$ cat src/rtl/amo_pkg.sv
// Shared operation codes and sequencer states for the atomic controller.
// Assumes a 4-bit operation field; codes above OP_MAXU are illegal.
package amo_pkg;
    typedef enum logic [3:0] {
        OP_LR   = 4'd0,
        OP_SC   = 4'd1,
        OP_SWAP = 4'd2,
        OP_ADD  = 4'd3,
        OP_AND  = 4'd4,
        OP_OR   = 4'd5,
        OP_XOR  = 4'd6,
        OP_MIN  = 4'd7,
        OP_MAX  = 4'd8,
        OP_MINU = 4'd9,
        OP_MAXU = 4'd10
    } amo_op_e;

    typedef enum logic [2:0] {
        ST_IDLE,
        ST_DRAIN,
        ST_READ,
        ST_MODIFY,
        ST_COND,
        ST_RESP
    } amo_state_e;

    localparam logic [3:0] OP_LAST = 4'd10;
endpackage

$ cat src/rtl/amo_alu.sv
// Combines the word read from memory with the source operand.
// Assumes op is a read-modify-write code; other codes return the source.
module amo_alu
    import amo_pkg::*;
#(
    parameter int XLEN = 32
) (
    input  logic [3:0]      op,
    input  logic [XLEN-1:0] old_val,
    input  logic [XLEN-1:0] src_val,
    output logic [XLEN-1:0] new_val
);
    logic s_less;
    logic u_less;

    // Signed and unsigned comparison of old word against source.
    always_comb begin
        s_less = $signed(old_val) < $signed(src_val);
        u_less = old_val < src_val;
    end

    // Select the value written back.
    always_comb begin
        case (op)
            OP_ADD:  new_val = old_val + src_val;
            OP_AND:  new_val = old_val & src_val;
            OP_OR:   new_val = old_val | src_val;
            OP_XOR:  new_val = old_val ^ src_val;
            OP_MIN:  new_val = s_less ? old_val : src_val;
            OP_MAX:  new_val = s_less ? src_val : old_val;
            OP_MINU: new_val = u_less ? old_val : src_val;
            OP_MAXU: new_val = u_less ? src_val : old_val;
            default: new_val = src_val;
        endcase
    end
endmodule

$ cat src/rtl/amo_resv.sv
// Reservation tracker: holds one word address set by load-reserved.
// Assumes set has priority over clear in the same cycle.
module amo_resv #(
    parameter int WA = 6
) (
    input  logic          clk,
    input  logic          rst_n,
    input  logic          set_en,
    input  logic [WA-1:0] set_addr,
    input  logic          clr_en,
    input  logic          snoop_valid,
    input  logic [WA-1:0] snoop_addr,
    input  logic [WA-1:0] chk_addr,
    output logic          hit
);
    logic          valid_q;
    logic [WA-1:0] addr_q;
    logic          snoop_match;

    // A foreign write to the reserved word breaks the reservation.
    always_comb snoop_match = snoop_valid && (snoop_addr == addr_q);

    // Reservation still held for the checked word this cycle.
    always_comb hit = valid_q && (addr_q == chk_addr) && !snoop_match;

    // Update the reservation register.
    always_ff @(posedge clk) begin
        if (!rst_n) begin
            valid_q <= 1'b0;
            addr_q  <= '0;
        end else if (set_en) begin
            valid_q <= 1'b1;
            addr_q  <= set_addr;
        end else if (clr_en || snoop_match) begin
            valid_q <= 1'b0;
        end
    end
endmodule

$ cat src/rtl/amo_unit.sv
// Atomic memory operation controller: sequences load-reserved,
// store-conditional and locked read-modify-write operations.
// Assumes memory returns read data one cycle after mem_en with !mem_we.
module amo_unit
    import amo_pkg::*;
#(
    parameter int XLEN = 32,
    parameter int AW   = 8
) (
    input  logic            clk,
    input  logic            rst_n,
    input  logic            req_valid,
    output logic            req_ready,
    input  logic [3:0]      req_op,
    input  logic [AW-1:0]   req_addr,
    input  logic [XLEN-1:0] req_data,
    input  logic            req_aq,
    input  logic            req_rl,
    output logic            rsp_valid,
    output logic [XLEN-1:0] rsp_data,
    output logic            rsp_fault,
    output logic            mem_en,
    output logic            mem_we,
    output logic [AW-3:0]   mem_addr,
    output logic [XLEN-1:0] mem_wdata,
    input  logic [XLEN-1:0] mem_rdata,
    output logic            mem_lock,
    input  logic            snoop_valid,
    input  logic [AW-3:0]   snoop_addr,
    input  logic            drain_done,
    output logic            ord_aq,
    output logic            ord_rl
);
    localparam int WA = AW - 2;

    amo_state_e      state_q, state_d;
    logic [3:0]      op_q;
    logic [WA-1:0]   waddr_q;
    logic [XLEN-1:0] src_q;
    logic            aq_q, rl_q;
    logic [XLEN-1:0] data_q;
    logic            fault_q;
    logic            accept, bad_req, resv_hit;
    logic [XLEN-1:0] alu_out;
    amo_state_e      launch;

    amo_alu #(.XLEN(XLEN)) u_alu (
        .op      (op_q),
        .old_val (mem_rdata),
        .src_val (src_q),
        .new_val (alu_out)
    );

    amo_resv #(.WA(WA)) u_resv (
        .clk         (clk),
        .rst_n       (rst_n),
        .set_en      (state_q == ST_MODIFY && op_q == OP_LR),
        .set_addr    (waddr_q),
        .clr_en      (state_q == ST_COND),
        .snoop_valid (snoop_valid),
        .snoop_addr  (snoop_addr),
        .chk_addr    (waddr_q),
        .hit         (resv_hit)
    );

    // Handshake: idle, or a response cycle whose request lacks acquire.
    always_comb begin
        req_ready = (state_q == ST_IDLE) || (state_q == ST_RESP && !aq_q);
        accept    = req_valid && req_ready;
        bad_req   = (req_addr[1:0] != 2'b00) || (req_op > OP_LAST);
    end

    // First state of a freshly accepted request.
    always_comb begin
        if (bad_req)                  launch = ST_RESP;
        else if (req_rl && !drain_done) launch = ST_DRAIN;
        else if (req_op == OP_SC)     launch = ST_COND;
        else                          launch = ST_READ;
    end

    // Sequencer next-state logic.
    always_comb begin
        state_d = state_q;
        case (state_q)
            ST_IDLE:   if (accept) state_d = launch;
            ST_DRAIN:  if (drain_done) state_d = (op_q == OP_SC) ? ST_COND : ST_READ;
            ST_READ:   state_d = ST_MODIFY;
            ST_MODIFY: state_d = ST_RESP;
            ST_COND:   state_d = ST_RESP;
            ST_RESP:   state_d = accept ? launch : ST_IDLE;
            default:   state_d = ST_IDLE;
        endcase
    end

    // Sequencer state register.
    always_ff @(posedge clk) begin
        if (!rst_n) state_q <= ST_IDLE;
        else        state_q <= state_d;
    end

    // Capture the request fields on acceptance.
    always_ff @(posedge clk) begin
        if (!rst_n) begin
            op_q    <= '0;
            waddr_q <= '0;
            src_q   <= '0;
            aq_q    <= 1'b0;
            rl_q    <= 1'b0;
        end else if (accept) begin
            op_q    <= req_op;
            waddr_q <= req_addr[AW-1:2];
            src_q   <= req_data;
            aq_q    <= req_aq;
            rl_q    <= req_rl;
        end
    end

    // Capture the response value and fault flag.
    always_ff @(posedge clk) begin
        if (!rst_n) begin
            data_q  <= '0;
            fault_q <= 1'b0;
        end else if (accept && bad_req) begin
            data_q  <= '0;
            fault_q <= 1'b1;
        end else if (state_q == ST_MODIFY) begin
            data_q  <= mem_rdata;
            fault_q <= 1'b0;
        end else if (state_q == ST_COND) begin
            data_q  <= resv_hit ? '0 : XLEN'(1);
            fault_q <= 1'b0;
        end
    end

    // Memory port drive for each sequencer state.
    always_comb begin
        mem_en    = 1'b0;
        mem_we    = 1'b0;
        mem_addr  = waddr_q;
        mem_wdata = src_q;
        case (state_q)
            ST_READ:   mem_en = 1'b1;
            ST_MODIFY: begin
                mem_en    = (op_q != OP_LR);
                mem_we    = (op_q != OP_LR);
                mem_wdata = alu_out;
            end
            ST_COND: begin
                mem_en = resv_hit;
                mem_we = resv_hit;
            end
            default: ;
        endcase
        mem_lock = (state_q == ST_READ || state_q == ST_MODIFY) && (op_q != OP_LR);
    end

    // Response and ordering outputs.
    always_comb begin
        rsp_valid = (state_q == ST_RESP);
        rsp_data  = data_q;
        rsp_fault = fault_q;
        ord_aq    = (state_q != ST_IDLE) && aq_q;
        ord_rl    = (state_q != ST_IDLE) && rl_q;
    end
endmodule

$ cat config.mk
export PLATFORM = sky130hd
export DESIGN_NAME = amo_unit
export DESIGN_NICKNAME = d
export VERILOG_FILES = /design/src/rtl/amo_pkg.sv /design/src/rtl/amo_alu.sv /design/src/rtl/amo_resv.sv /design/src/rtl/amo_unit.sv
export SDC_FILE = /design/constraint.sdc
export NUM_CORES = 1
export LEC_CHECK = 0
export BUFFER_PORTS_ARGS = -buffer_cell sky130_fd_sc_hd__buf_4
export CORE_AREA = 2 2 127 129
export DETAILED_ROUTE_END_ITERATION = 16
export DIE_AREA = 0 0 129 131
export PLACE_DENSITY_LB_ADDON = 0.2
export SLEW_MARGIN = 25
export SYNTH_ARGS = -nofsm -noshare
export SYNTH_HDL_FRONTEND = slang
export SYNTH_SLANG_ARGS = --single-unit
$ cat constraint.sdc
create_clock -name clk -period 4.85 [get_ports clk]
set_input_delay 0.97 -clock clk [delete_from_list [all_inputs] [get_ports clk]]
set_output_delay 0.97 -clock clk [all_outputs]
set_load 0.1 [all_outputs]
# After elaboration in Yosys (flattened, before gate mapping)
# Cells that the tools add are included.
# op_classes
n_addsub	1
order_cmp	3
eq_ne	19
mux	24
bitwise_logic	4
n_reduce_logical	29
# op_table
cell	n
32-bit case mux with 8 select lines	1
32-bit two-way mux	7
32-bit < comparator	2
32-bit adder	1
32-bit bitwise AND	1
32-bit OR	1
32-bit XOR	1
3-bit two-way mux	7
4-bit by 3-bit equality test with 1-bit output, second input constant	4
3-bit case mux with 5 select lines	1
4-bit equality test, second input constant	3
6-bit equality test	2
1-bit logical AND	11
4-bit by 1-bit equality test with 1-bit output, second input constant	2
3-bit by 2-bit equality test with 1-bit output, second input constant	2
3-bit equality test, second input constant	2
1-bit two-way mux	6
2-bit nonzero test	3
3-bit nonzero test	2
4-bit by 2-bit equality test with 1-bit output, second input constant	1
4-bit greater-than comparator, second input constant	1
4-bit logical NOT	1
1-bit logical OR	4
2-bit inequality test, second input constant	2
9 further kinds	12
# word_totals
reg_bits	87
in_bits	89

# Logic depth before layout (Yosys ltp)
# Gate-level depths: netlist (run 1).
# depth
depth_word	7
ltp_mapped	13
ltp_nobuf	11

# Hierarchy
# A second synthesis (run 1) with hierarchy kept.
# unflattened
cells_unflattened	1211
hier_area_um2	8849.7
# by_module_without_submodules
mod	instances	cells_per_inst	area_per_inst_um2
amo_alu	1	710	4874.7
amo_unit	1	461	3575.9
amo_resv	1	40	399.1

# Least setup slack after synthesis (run 1)
# No wires, ideal clock.
# synth_timing
path_kind	input to output
from	input mem_rdata[14]
to	output mem_wdata[10]
t_arrival_ps	5139
setup_slack_ps	-1259
path_stages	12
n_path_buf	1
path_cell_list	inv_1 -> ha_1 -> buf_2 -> nor4_1 -> nand3_1 -> a211oi_1 -> o41ai_4 -> nand3_4 -> mux2_2 -> and3_1 -> a2111oi_2 -> a211oi_1
# synth_via
elab_chain_len	4
word_cells_on_any_way	8
# synth_lines
item	line_no	text
start, declared	amo_unit.sv:26	input logic [XLEN-1:0] mem_rdata,
32-bit < comparator (on tied branches)	amo_alu.sv:19, amo_alu.sv:18	
32-bit two-way mux (on tied branches)	--	
32-bit case mux with 8 select lines *	amo_alu.sv:24	case (op)
32-bit two-way mux *	amo_unit.sv:141	case (state_q)
end, declared	amo_unit.sv:25	output logic [XLEN-1:0] mem_wdata,
# Mark *: on every way between the ends. The rest lies on a longest branch, timed or not.

# Final worst setup path (run 1)
# layout_timing
from	input mem_rdata[24]
to	output mem_wdata[14]
# The elaborated chain is that of the path after synthesis.

==> results of run 1 <==
## cell type report
class / count / area (um2) / area share, %
Clock buffer: 9 / 225 / 1.75
Clock inverter: 7 / 72.6 / 0.564
Inverter: 88 / 340 / 2.64
Multi-Input combinational cell: 885 / 7080 / 55.0
Sequential cell: 87 / 1740 / 13.5
Tap cell: 216 / 270 / 2.10
Timing Repair Buffer: 364 / 3150 / 24.5
## cells in the final DEF, fill, tap and decap left out, types with 19 or more instances in the layout
master	instances
nand2_1	150
nor2_1	76
ha_1	79
dfxtp_1	87
o21ai_0	25
buf_12	19
buf_4	311
a21oi_1	73
a21boi_0	51
a22oi_1	36
buf_6	26
mux2i_1	29
o22ai_1	23
xnor2_1	25
inv_1	74
## registers in the layout, summed over array words and instances (netlist names)
name,flops
rsp_fault,1
u_resv.addr_q,6
src_q,32
rl_q,1
op_q,4
aq_q,1
rsp_data,32
u_resv.valid_q,1
state_q,3
mem_addr,6
## logic make-up (layout without fill, tap and decap cells)
logic type	count (synthesis)	count (layout)	share of synthesized area (%)
AOI/OAI and AO/OA	380	380	31.0
xor gates and xnor gates	32	32	3.34
adders and majority gates	97	97	14.6
buffers and inverters	167	468	7.80
DFF	87	87	20.8
muxes	35	35	4.28
and+or+nand+nor	341	341	18.3
## per-stage QoR
step	power, mW	worst slack [ns]
6_report	5.25	-0.103
5_1_grt	5.46	-0.178
4_1_cts	4.81	0.00100
3_5_place_dp	3.94	-0.439
3_3_place_gp	3.89	-0.404
2_1_floorplan	2.97	-0.292
## how the worst min path moves through the flow
stage,cells after the start,end
finish,2,rl_q$_SDFFE_PN0P_
global route,2,rl_q$_SDFFE_PN0P_
CTS,2,rl_q$_SDFFE_PN0P_
detailed placement,2,rl_q$_SDFFE_PN0P_
global placement,2,rl_q$_SDFFE_PN0P_
floorplan,2,rl_q$_SDFFE_PN0P_
## power by group through the flow
stage	clock network [mW]	registers, mW	logic [mW]
finish	0.734	0.932	3.58
CTS	0.733	0.925	3.15
global route	0.762	0.946	3.76
global placement	0	0.936	2.95
floorplan	0	1.06	1.90
detailed placement	0	0.941	3.00
## metal layers
metal | global-route usage, % | share of wire, %
met2 | 59.5 | 48
met3 | 4.11 | 7.9
met5 | 0 | 0
met4 | 13.2 | 3.6
met1 | 46.7 | 41
## timing repair
action                     in CTS  in global routing
pin swaps                      13                 57
setup buffers                   7                 13
setup endpoints to repair      32                 32
hold endpoints to repair        0                  0
resized for setup              88                144
gates cloned                    0                  2
## worst min-delay path: stages, from the launching register on
cell	delay, ns
dfxtp_1	0.31
nand2_1	0.04
a21boi_0	0.06
==> summary.txt, run 1 <==
Cells and area
  • Final core utilization: 82.5%
  • Filler cell count: 984
  • Finished Cell Area: 12900 um2
  • Proportion of layout cells with a drive suffix above 1: 37.6%
  • Nets@finish: 1621
  • Finished Layout Cells: 1656
  • N_diodes: 0
  • Layout area overhead: 53.4%

Hold path
  • Hold Path Class: register to register
  • Worst Min Path Start: rl_q$_SDFFE_PN0P_

Floorplanning
  • Ports: 167
  • Number of core rows: 46
  • Die height: 131 um
  • Starting Density: 53.8%
  • Die Area: 16900 um2
  • Die width: 129 um
  • Core area: 15600 um2

Timing
  • F_max: 0.202 GHz
  • RSZ-0062 raised after global routing: yes
  • Final hold vios: 0
  • Setup ws final: -0.103 ns
  • Final Cycle Share: 102%
  • Rel. slew slack: 26.2%
  • Worst hold slack: 0.463 ns
  • Pins over their slew limit: 0
  • Fin Clk Skew: 0.00952 ns
  • Total negative slack: -0.209 ns
  • Tightest Pin Transition: 1.11 ns
  • Fin crit period: 4.95 ns
  • Final setup viols: 7

Global routing
  • GRT overflow: 0
  • Global-route wire length before repair: 47.4 mm
  • Largest net degree at the start of global routing: 56
  • Gr usage total: 35.3%
  • Vias in the first global route: 9304
  • Antenna violations before repair: 0

Setup path
  • Cell class contributing the biggest share of worst-path delay: compound AO/OA/AOI/OAI gates
  • Register-to-Register Path Depth: 7
  • CP max stage cell: a222oi_1
  • Critical Path Stages: 16
  • Worst-path fanout max: 6
  • CP startpoint: mem_rdata[24]
  • Worst reg2reg setup slack: 2.33 ns
  • Crit start category: input pin
  • End point of the critical path: mem_wdata[14]
  • Largest stage delay, worst path: 0.46 ns
  • CP most frequent cell: buf_4
  • CP Cell Sequence: buf_4 > inv_1 > ha_1 > nor4_1 > buf_4 > nand3_4 > a21oi_4 > nor2_2 > buf_4 > a31o_4 > o211ai_4 > nand2_4 > buf_12 > a222oi_1 > o21ai_2 > buf_12
  • Setup crit end kind: output port
  • Crit path kind: input pin to output port
  • FF-to-FF Start: state_q[2]$_SDFFE_PN0P_
  • Crit path buffers/inverters: 6
  • Worst r2r dst: rsp_data[15]$_SDFFE_PP0P_
  • Crit path DAT: 3.98 ns
  • Req. time, crit path: 3.88 ns

Yosys
  • Count leader, synth: nand2_1
  • Sequential share of the synthesized area: 20.8%
  • Ys async rst share: 0%
  • YS warnings: 0
  • Synth top area cells: dfxtp_1 21%, ha_1 14%, nand2_1 7.0%, a21oi_1 5.4%, a21boi_0 4.6%
  • Top_reg_cell synth: dfxtp_1
  • Yosys top cell area share: 20.8%
  • Number of flops mapped to enable cells by yosys: 0
  • Distinct cells, synth: 74
  • Cell count after synthesis: 1139
  • Dominant cell type by area after synthesis: dfxtp_1
  • Area of the mapped netlist: 8390 um2
  • Flops & latches, synth: 87
  • Synth Net Count: 1325
  • Top cells by instance count after synthesis: 156 x nand2_1, 96 x ha_1, 90 x a21oi_1, 87 x dfxtp_1, 84 x inv_1
  • Synthesized area per cell: 7.37 um2

Place
  • Final GP Congestion: 0.974
  • Number of buffers inserted by port buffering: 166
  • DP Area: 11300 um2
  • Final HPWL DP: 21.5 mm
  • Placed cells: 1621

Clock tree
  • CTS H-tree lvls: 3
  • Num CTS Buffers: 9
  • Clk slew on worst S/H paths: 0.08 ns
  • Root Driver: clkbuf_16
  • Maximum clock path buffer count: 2
  • CTS Sinks: 87
  • Clk_lat worst skew: 0.37 ns
  • CTS tree: yes
  • CTS Hold Buffers Added: 0

Power
  • Sequential share of power: 17.8%
  • Clk pwr share: 14.0%
  • Int Pwr: 2.50 mW
  • Max rail drop VDD: 835 uV
  • Comb power frac: 68.3%
  • Lkg Pwr: 5.38 nW
  • NetSw: 2.75 mW
  • Cell area power density: 408 nW/um2
  • Sw frac: 52.4%

Run status
  • Status: finished with violations
  • Failing checks: negative setup slack

Detailed routing
  • Initial DRC count: 1073
  • Via count: 10136
  • Post-DRT Antenna Nets: 0
  • Vias per cell: 6.12
  • DRC errors left: 0
  • WL per Instance: 19.7 um
  • Routed WL: 32.7 mm
  • Pre-Repair DR Iteration Count: 8

Flow run
  • MaxCap Viol Count: 0
Note: power is estimated with default switching activity, not from simulation.
==> inputs of run 2 (changes only) <==
==> constraint.sdc (replaced) <==
create_clock -name clk -period 4.85 [get_ports clk]
set_input_delay 0.485 -clock clk [delete_from_list [all_inputs] [get_ports clk]]
set_output_delay 0.485 -clock clk [all_outputs]
set_load 0.1 [all_outputs]
==> run 2 against run 1 <==
The run now ends clean. Worst setup slack improved by 0.37 ns. Critical path depth decreased by 4. Largest cell class unchanged. Sequential share of layout area increased by 3.6 points. Via count down 13%. First-iteration DRC count shrank 19%. Global-route usage is 3.8 points lower. Sequential cell count did not move.
==> summary.txt, run 2 (synthesis results as in run 1) <==
Run status
  • Status: finished, final reports clean

Timing
  • Fin Clk Skew: 0.00479 ns
  • Rel. slew slack: 41.5%
  • Pins over their slew limit: 0
  • Fin crit period: 4.59 ns
  • Final setup viols: 0
  • F_max: 0.218 GHz
  • Final hold vios: 0
  • Tightest Pin Transition: 0.876 ns
  • Total negative slack: 0 ns
  • Final Cycle Share: 94.6%

Power
  • Cell area power density: 435 nW/um2
  • Sw frac: 53.0%
  • Clk pwr share: 18.7%
  • Lkg Pwr: 4.26 nW
  • NetSw: 2.34 mW
  • Sequential share of power: 21.2%
  • Int Pwr: 2.08 mW
  • Max rail drop VDD: 433 uV
  • Comb power frac: 60.0%

Clock tree
  • PostCTS Resize Cnt: 0
  • CTS tree: yes
  • Maximum clock path buffer count: 2
  • Postcts setup bufs: 0
  • Clk_lat worst skew: 0.36 ns
  • CTS Sinks: 87
  • Root Driver: clkbuf_16
  • CTS H-tree lvls: 3
  • Clk slew on worst S/H paths: 0.07 ns
  • Num CTS Buffers: 9
  • CTS Hold Buffers Added: 0

Detailed routing
  • DRC errors left: 0
  • Pre-Repair DR Iteration Count: 5
  • Post-DRT Antenna Nets: 0
  • Initial DRC count: 872
  • Routed WL: 26.9 mm
  • Via count: 8802
  • WL per Instance: 18.2 um
  • Vias per cell: 5.95

Floorplanning
  • Die Area: 16900 um2
  • Die width: 129 um
  • Starting Density: 53.8%
  • Ports: 167
  • Number of core rows: 46
  • Core area: 15600 um2
  • Die height: 131 um

Flow run
  • MaxCap Viol Count: 0

Cells and area
  • Nets@finish: 1445
  • Proportion of layout cells with a drive suffix above 1: 19.3%
  • Most frequent cells in the layout: 188 x buf_4, 156 x nand2_1, 94 x ha_1
  • N_diodes: 0
  • Layout area overhead: 21.1%
  • Most common cell after layout, fill and taps aside: buf_4
  • Finished Layout Cells: 1480
  • Filler cell count: 1438
  • Final core utilization: 65.1%

Place
  • Placed cells: 1464
  • Final GP Congestion: 1.01
  • Final HPWL DP: 18.9 mm
  • Number of buffers inserted by port buffering: 166

Setup path
  • Cell class contributing the biggest share of worst-path delay: simple AND/OR/NAND/NOR gates
  • Crit path DAT: 4.10 ns
  • Crit start category: register
  • Req. time, crit path: 4.37 ns
  • CP Cell Sequence: inv_1 > ha_1 > nor4_1 > nand3_1 > a21oi_2 > nor2_2 > nand3_4 > mux2_4 > nand2b_2 > a2111oi_2 > o22ai_1 > buf_4
  • Setup crit end kind: output port
  • Worst-path fanout max: 15
  • Crit path kind: register to output port
  • CP max stage cell: nand2b_2
  • Crit path buffers/inverters: 2
  • Largest stage delay, worst path: 0.47 ns

Global routing
  • GRT overflow: 0
  • Gr usage total: 31.6%
  • Vias in the first global route: 8225
  • Antenna violations before repair: 0
  • Largest net degree at the start of global routing: 56
  • Global-route wire length before repair: 42.6 mm

Hold path
  • Hold Path Class: input pin to register
## run 2: cell count changes in the layout (fill, tap and decap cells not counted), moves of 15 or more
cell,before,now
ha_1,79,94
ha_4,15,0
o21ai_2,16,0
a21oi_1,73,89
buf_6,26,0
buf_4,311,188
buf_12,19,0
o22ai_1,23,38
## run 2: layout make-up
type                       instances  area (um2)  area share, %
multi-input combinational        885        6060           59.7
sequential                        87        1740           17.1
inverter                          88         330           3.25
timing repair buffer             188        1410           13.9
tap                              216         270           2.66
clock inverter                     7         120           1.18
clock buffer                       9         225           2.22
## run 2: per-layer routing
layer	vias up	track usage, %	routed length [um]
li1	4278	-	-
met1	4118	41.3	12000
met2	368	52.1	12300
met3	38	7.82	2150
met4	0	8.31	455
met5	-	0	0
## run 2: per-stage QoR
| step | hold slack, ns | worst slack, ns | instance area, um2 | total power, mW |
|---|---|---|---|---|
| floorplan | 0.439 | 0.0265 | 8400 | 2.89 |
| CTS | 0.379 | 0.0258 | 10100 | 4.38 |
| finish | 0.383 | 0.263 | 10200 | 4.42 |
| global placement | 0.458 | 0.281 | 9770 | 3.52 |
| detailed placement | 0.462 | 0.202 | 9770 | 3.54 |
| global route | 0.381 | -0.00256 | 10200 | 4.65 |
## run 2: power groups by stage
stage	logic [mW]	clock network, mW	registers, mW
2_1_floorplan	1.83	0	1.06
3_3_place_gp	2.58	0	0.945
3_5_place_dp	2.60	0	0.947
4_1_cts	2.61	0.840	0.933
5_1_grt	2.84	0.864	0.952
6_report	2.65	0.828	0.937
## run 2: final timing paths
kind	depth (start not counted)	slack (ns)	to	startpoint
worst min-delay path	3	0.38	src_q[11]$_SDFFE_PN0P_	req_data[11]
worst max register to register	7	2.31	rsp_fault$_SDFFE_PN0P_	state_q[2]$_SDFFE_PN0P_
worst min register to register	2	0.47	rsp_fault$_SDFFE_PN0P_	rsp_fault$_SDFFE_PN0P_
worst max-delay path	12	0.26	mem_wdata[26]	src_q[25]$_SDFFE_PN0P_
## run 2: worst register-to-register path: cells and delay by family (launching register included)
kind	cells	cell delay [ns]
AND/OR/NAND/NOR	4	1.13
flip-flops	1	0.52
AO/OA/AOI/OAI	1	0.15
buffers and inverters	2	0.67
